`config.mk`:
```
export PLATFORM = sky130hd
export DESIGN_NAME = ccadc_seq
export DESIGN_NICKNAME = d
export VERILOG_FILES = /design/src/rtl/ccadc_pkg.sv /design/src/rtl/ccadc_settle.sv /design/src/rtl/ccadc_duty.sv /design/src/rtl/ccadc_readout.sv /design/src/rtl/ccadc_seq.sv
export SDC_FILE = /design/constraint.sdc
export NUM_CORES = 1
export LEC_CHECK = 0
export BUFFER_PORTS_ARGS = -buffer_cell sky130_fd_sc_hd__buf_2
export CAP_MARGIN = 10
export CORE_ASPECT_RATIO = 0.5
export CORE_MARGIN = 4
export CORE_UTILIZATION = 53
export DETAILED_ROUTE_END_ITERATION = 8
export PLACE_DENSITY = 0.87
export RECOVER_POWER = 50
export SLEW_MARGIN = 20
export SYNTH_ARGS = -nofsm -noshare
export SYNTH_HDL_FRONTEND = slang
export SYNTH_SLANG_ARGS = --single-unit
```
`constraint.sdc`:
```
create_clock -name clk -period 2.9 [get_ports clk]
set_clock_uncertainty 0.05 [all_clocks]
set_input_delay 0.58 -clock clk [delete_from_list [all_inputs] [get_ports clk]]
set_output_delay 0.58 -clock clk [all_outputs]
set_load 0.03 [all_outputs]
```
`src/rtl/ccadc_pkg.sv`:
```
package ccadc_pkg;
  typedef enum logic [1:0] {
    PM_ACTIVE = 2'd0,
    PM_SLEEP  = 2'd1,
    PM_DOWN   = 2'd2,
    PM_OFF    = 2'd3
  } pmode_e;

  localparam int unsigned DISCARD_N = 4;

  function automatic logic is_halt(input logic [1:0] m);
    return (m == PM_DOWN) || (m == PM_OFF);
  endfunction
endpackage

```
`src/rtl/ccadc_settle.sv`:
```
module ccadc_settle #(
  parameter int unsigned N = 4
) (
  input  logic clk,
  input  logic rst,
  input  logic run,
  input  logic restart,
  input  logic strobe,
  output logic ready
);
  localparam int unsigned CW = $clog2(N + 1);
  logic [CW-1:0] cnt;

  always_ff @(posedge clk) begin
    if (rst || !run || restart) cnt <= '0;
    else if (strobe && (cnt != CW'(N))) cnt <= cnt + 1'b1;
  end

  assign ready = run && !restart && (cnt == CW'(N));


  restart_zero_chk: assert property (@(posedge clk) disable iff (rst)
    restart |=> (cnt == '0));
endmodule

```
`src/rtl/ccadc_duty.sv`:
```
module ccadc_duty #(
  parameter int unsigned OFF_BASE = 16
) (
  input  logic       clk,
  input  logic       rst,
  input  logic       en,
  input  logic       halt,
  input  logic       samp_en,
  input  logic [1:0] isel,
  input  logic       inst_ok,
  output logic       run
);
  localparam int unsigned OCW = $clog2(OFF_BASE * 8 + 1);
  logic [OCW-1:0] off_cnt;
  logic [OCW-1:0] off_len;
  logic           sleeping;

  assign off_len = OCW'(OFF_BASE) << isel;

  always_ff @(posedge clk) begin
    if (rst || !en || halt) begin
      run      <= 1'b0;
      sleeping <= 1'b0;
      off_cnt  <= '0;
    end else if (!samp_en) begin
      run      <= 1'b1;
      sleeping <= 1'b0;
    end else if (sleeping) begin
      if (off_cnt == '0) begin
        sleeping <= 1'b0;
        run      <= 1'b1;
      end else begin
        off_cnt <= off_cnt - 1'b1;
      end
    end else if (inst_ok) begin
      sleeping <= 1'b1;
      run      <= 1'b0;
      off_cnt  <= off_len - 1'b1;
    end else begin
      run <= 1'b1;
    end
  end


  run_off_chk: assert property (@(posedge clk) disable iff (rst)
    !en |=> !run);

  halt_chk: assert property (@(posedge clk) disable iff (rst)
    halt |=> !run);

  wake_src_chk: assert property (@(posedge clk) disable iff (rst)
    ($fell(run) && $past(en && samp_en && !halt)) |-> $past(inst_ok));
endmodule

```
`src/rtl/ccadc_readout.sv`:
```
module ccadc_readout #(
  parameter int unsigned AW = 32,
  localparam int unsigned NB = AW / 8,
  localparam int unsigned SW = (NB > 1) ? $clog2(NB) : 1
) (
  input  logic          clk,
  input  logic          rst,
  input  logic [AW-1:0] word,
  input  logic          rd_en,
  input  logic [SW-1:0] rd_sel,
  output logic [7:0]    rd_data
);
  logic [AW-1:0] snap;

  always_ff @(posedge clk) begin
    if (rst) begin
      snap    <= '0;
      rd_data <= '0;
    end else if (rd_en) begin
      if (rd_sel == '0) begin
        snap    <= word;
        rd_data <= word[7:0];
      end else begin
        rd_data <= snap[rd_sel*8 +: 8];
      end
    end
  end


  snap_hold_chk: assert property (@(posedge clk) disable iff (rst)
    !(rd_en && rd_sel == '0) |=> $stable(snap));
endmodule

```
`src/rtl/ccadc_seq.sv`:
```
module ccadc_seq
  import ccadc_pkg::*;
#(
  parameter int unsigned IW       = 16,
  parameter int unsigned AW       = 32,
  parameter int unsigned OFF_BASE = 16,
  localparam int unsigned NB = AW / 8,
  localparam int unsigned SW = (NB > 1) ? $clog2(NB) : 1
) (
  input  logic          clk,
  input  logic          rst,
  input  logic          en,
  input  logic          samp_en,
  input  logic [1:0]    isel,
  input  logic [1:0]    psel,
  input  logic [IW-1:0] thr,
  input  logic [1:0]    pwr_mode,
  input  logic          inst_vld,
  input  logic [IW-1:0] inst_data,
  input  logic          acc_vld,
  input  logic [AW-1:0] acc_data,
  input  logic          clr_acc,
  input  logic          clr_thr,
  input  logic          rd_en,
  input  logic [SW-1:0] rd_sel,
  output logic          conv_run,
  output logic [1:0]    conv_period,
  output logic [IW-1:0] inst_res,
  output logic          irq_acc,
  output logic          irq_thr,
  output logic [7:0]    rd_data
);
  logic          samp_q;
  logic          samp_fall;
  logic          halt;
  logic          ready;
  logic          inst_ok;
  logic          acc_ok;
  logic [IW:0]   ext;
  logic [IW:0]   mag;
  logic          over;
  logic [AW-1:0] acc_word;

  assign halt      = is_halt(pwr_mode);
  assign samp_fall = samp_q && !samp_en;
  assign inst_ok   = ready && inst_vld;
  assign acc_ok    = ready && acc_vld && !samp_en;
  assign ext       = {inst_data[IW-1], inst_data};
  assign mag       = ext[IW] ? (~ext + 1'b1) : ext;
  assign over      = mag > {1'b0, thr};

  ccadc_settle #(.N(DISCARD_N)) u_settle (
    .clk(clk), .rst(rst), .run(conv_run), .restart(samp_fall),
    .strobe(inst_vld || acc_vld), .ready(ready)
  );

  ccadc_duty #(.OFF_BASE(OFF_BASE)) u_duty (
    .clk(clk), .rst(rst), .en(en), .halt(halt), .samp_en(samp_en),
    .isel(isel), .inst_ok(inst_ok), .run(conv_run)
  );

  ccadc_readout #(.AW(AW)) u_rd (
    .clk(clk), .rst(rst), .word(acc_word), .rd_en(rd_en),
    .rd_sel(rd_sel), .rd_data(rd_data)
  );

  always_ff @(posedge clk) begin
    if (rst) begin
      samp_q      <= 1'b0;
      conv_period <= '0;
      inst_res    <= '0;
      acc_word    <= '0;
      irq_acc     <= 1'b0;
      irq_thr     <= 1'b0;
    end else begin
      samp_q      <= samp_en;
      conv_period <= psel;
      if (inst_ok) inst_res <= inst_data;
      if (acc_ok)  acc_word <= acc_data;
      if (clr_acc) irq_acc <= 1'b0;
      if (acc_ok)  irq_acc <= 1'b1;
      if (clr_thr) irq_thr <= 1'b0;
      if (inst_ok && over) irq_thr <= 1'b1;
    end
  end


  thr_src_chk: assert property (@(posedge clk) disable iff (rst)
    $rose(irq_thr) |-> $past(inst_vld && conv_run));

  acc_sticky_chk: assert property (@(posedge clk) disable iff (rst)
    (irq_acc && !clr_acc) |=> irq_acc);

  acc_duty_chk: assert property (@(posedge clk) disable iff (rst)
    samp_en |=> $stable(acc_word));
endmodule

```
==> impl_metrics.csv <==
group,metric,value,unit
cells_and_area,regArea,1960,µm²
timing,fin_crit_sh,93.6,%
synth,async_flop_share,0,%
power,combPwrFrac,8.7,%
clocking,cts_sinks,98,
die,die_w,140,µm
power,p_sw_share,23.7,%
clocking,cts_setup_buffers,0,
global_routing,grt_max_degree,77,
power,p_seq_share,48.2,%
synth,synth.area.mux_share,5.84,%
synth,synth_top_family_by_area,"simple AND/OR/NAND/NOR gates",
cells_and_area,layout-area-overhead-vs-synth,19.7,%
cells_and_area,fin_cells,785,
timing,hold_violations,0,
drt,vias,4050,
synth,syn_area,4630,µm²
drt,drtPass1Iterations,4,
drt,antenna_left,0,
timing,relSlewSlack,2.99,%
setup_path,r2r_slack,0.95,ns
cells_and_area,layout-drive-gt1-share,19.5,%
clocking,root_buffer,"clkbuf_16",
cells_and_area,multi_input_area,2420,µm²
power,p_leak,2.15,nW
setup_path,r2r_cells,7,
min_path,hp-class,"reg2reg",
clocking,path_clk_slew,0.07,ns
synth,yosysTopAreaCell,"dfxtp_1",
clocking,cts_tree,"built",
drt,wl_per_cell,13.4,µm
setup_path,crit_fanout,3,
setup_path,criticalPathCategory,"in2reg",
die,initial_utilization,56.2,%
synth,synth_simple_gate_area_share,22.4,%
die,core_region_area,8230,µm²
job,max-cap-violations,0,
global_routing,grt_usage,20.3,%
setup_path,cp-endpoint,"irq_thr$_SDFFE_PP0P_",
drt,drt_iter0_markers,276,
drt,drc,0,
timing,finalSetupViolCount,0,
clocking,cts_buffers,9,
placed_design,dpl_cell_area,5270,µm²
clocking,clock_path_buffers,2,
power,peakVddDrop,0.316,mV
placed_design,gp_congestion,0.900,
synth,synth.top_cells.by_area,"dfxtp_1 (42%), nand2_1 (13%), a21oi_1 (9.2%)",
synth,ys_top_cells_by_count,"nand2_1 (166), dfxtp_1 (98), a21oi_1 (85)",
power,p_switching,0.663,mW
setup_path,r2r_end,"acc_word[31]$_SDFFE_PP0P_",
setup_path,startpoint,"inst_data[0]",
synth,ys_ff_latch,98,
synth,synthAdderAreaFrac,5.41,%
setup_path,worstPathArrival,2.92,ns
setup_path,start_kind,"input port",
synth,ys_types,52,
synth,synth.avg_cell_area,8.18,µm²
timing,rsz0062_at_grt,"false",
cells_and_area,fin_nets,769,
cells_and_area,fin_area,5540,µm²
timing,fin_crit,2.72,ns
synth,synth_nets,667,
setup_path,reg2reg_from,"u_settle.cnt[0]$_SDFFE_PP0P_",
cells_and_area,num-fill-cells,704,
synth,synth_warnings,0,
synth,synth_xor_xnor_area_share,3.22,%
global_routing,antenna_found_initial,0,
setup_path,end_kind,"flip-flop",
drt,wirelength,10.5,mm
placed_design,port_buffers,108,
synth,synth_most_common_cell,"nand2_1",
synth,syn_inst,566,
global_routing,grt_pass1_vias,3877,
global_routing,grt_first_pass_wirelength,17.3,mm
synth,synth_ff_type,"dfxtp_1",
power,power_frac_clock,43.1,%
die,placementRows,23,
synth,synth_edf_count,0,
die,dieArea,10400,µm²
placed_design,post-place-cells,769,
clocking,clkLatencyLatePin,0.34,ns
status,outcome,"complete, no violations",
die,chipHeight,74.1,µm
clocking,post_cts_resized,0,
die,ios,110,
setup_path,cp_data_required_time,3.10,ns
placed_design,dpl.hpwl,7.70,mm
clocking,htree_levels,3,
timing,drv_slew,0,
synth,synth_top_area_share,42.4,%
clocking,hold_buffers,0,
timing,tightest_slew,1.46,ns
synth,synth_compound_area_share,15.1,%
drt,vias_per_cell,5.16,
global_routing,gr-total-overflow,0,
synth,ys_seq_area_share,42.4,%
cells_and_area,antenna_cells,0,
power,powerDensity,505,nW/µm²
timing,clock.fmax,368,MHz
power,p_int,2.14,mW
-- placed cells by master, fill, tap and decap left out, types with 2 or more instances in the layout --
master and instances:
a21boi_0 2, a21o_1 2, a21oi_1 85, a21oi_2 2, a311oi_1 2, a32o_1 2
a32oi_1 2, and2_1 2, buf_2 78, buf_4 16, clkbuf_1 31, clkbuf_16 9
clkinvlp_4 2, dfxtp_1 98, ha_1 20, inv_1 24, mux2i_1 9, mux4_2 8
nand2_1 166, nand2b_1 4, nand3_1 7, nand4_1 4, nor2_1 28, nor2b_1 6
nor3_1 4, nor3b_1 2, nor4_2 2, o21ai_0 7, o31ai_1 5, xnor2_1 13
xor2_1 4
-- cell families after synthesis --
group           Yosys count
mux                      17
flops                    98
fa+ha+maj                20
xor+xnor                 17
compound gates          119
buf+inv                  58
simple gates            237
-- layer usage --
metal	GRT usage [%]	vias up	wire (µm)	share of wire, %
met2	37.1	64	5250	50
met3	5.01	10	480	4.6
met1	24.4	1875	4680	45
met5	0	-	0	0
li1	-	2101	-	-
met4	6.02	0	105	1.0
-- power groups by stage --
stage	clock network (mW)	logic [mW]	registers [mW]
floorplan	0	0.134	1.39
global placement	0	0.237	1.38
detailed placement	0	0.242	1.38
CTS	1.23	0.244	1.35
global route	1.28	0.271	1.35
finish	1.21	0.243	1.35
-- layout make-up --
type	instances	share of cell area, %
multi-input combinational	410	43.6
sequential	98	35.4
timing repair buffer	125	11.3
clock buffer	10	4.13
tap	112	2.53
inverter	24	1.63
clock inverter	6	1.33
-- critical path, cell delays in order --
cell and delay (ns):
buf_2 0.12, nor4_2 0.36, nand2_2 0.10, or3_4 0.36
o31ai_4 0.18, xnor2_1 0.09, ha_1 0.27, nand3_1 0.13
nor4_2 0.36, o31ai_1 0.14, a311oi_1 0.23
-- stage by stage --
| stage | setup TNS (ns) | power, mW | utilization (%) | hold WS, ns | setup WS, ns |
|---|---|---|---|---|---|
| 2_1_floorplan | 0 | 1.52 | - | 0.362 | 0.173 |
| 3_3_place_gp | -0.0783 | 1.62 | 64.1 | 0.370 | -0.0783 |
| 3_5_place_dp | -0.254 | 1.62 | 64.1 | 0.376 | -0.254 |
| 4_1_cts | 0 | 2.82 | 67.7 | 0.386 | 0.113 |
| 5_1_grt | 0 | 2.90 | 67.3 | 0.401 | 0.0236 |
| 6_report | 0 | 2.80 | 67.3 | 0.385 | 0.185 |
-- registers in the layout, summed over array words and instances (netlist names) --
| signal | flops |
|---|---|
| acc_word | 32 |
| u_settle.cnt | 3 |
| inst_res | 16 |
| irq_thr | 1 |
| u_rd.snap | 24 |
| u_duty.run | 1 |
| conv_period | 2 |
| u_rd.rd_data | 8 |
| irq_acc | 1 |
| u_duty.sleeping | 1 |
| u_duty.off_cnt | 8 |
| samp_q | 1 |
-- worst min path at each step --
stage | start | to | cells after the start
2_1_floorplan | u_duty.off_cnt[7]$_SDFFE_PP0P_ | u_duty.off_cnt[7]$_SDFFE_PP0P_ | 2
3_3_place_gp | u_duty.off_cnt[7]$_SDFFE_PP0P_ | u_duty.off_cnt[7]$_SDFFE_PP0P_ | 2
3_5_place_dp | u_duty.off_cnt[7]$_SDFFE_PP0P_ | u_duty.off_cnt[7]$_SDFFE_PP0P_ | 2
4_1_cts | u_duty.off_cnt[7]$_SDFFE_PP0P_ | u_duty.off_cnt[7]$_SDFFE_PP0P_ | 2
5_1_grt | psel[1] | conv_period[1]$_SDFF_PP0_ | 2
6_report | u_duty.off_cnt[7]$_SDFFE_PP0P_ | u_duty.off_cnt[7]$_SDFFE_PP0P_ | 2
Power figures use the tool's default switching activity.
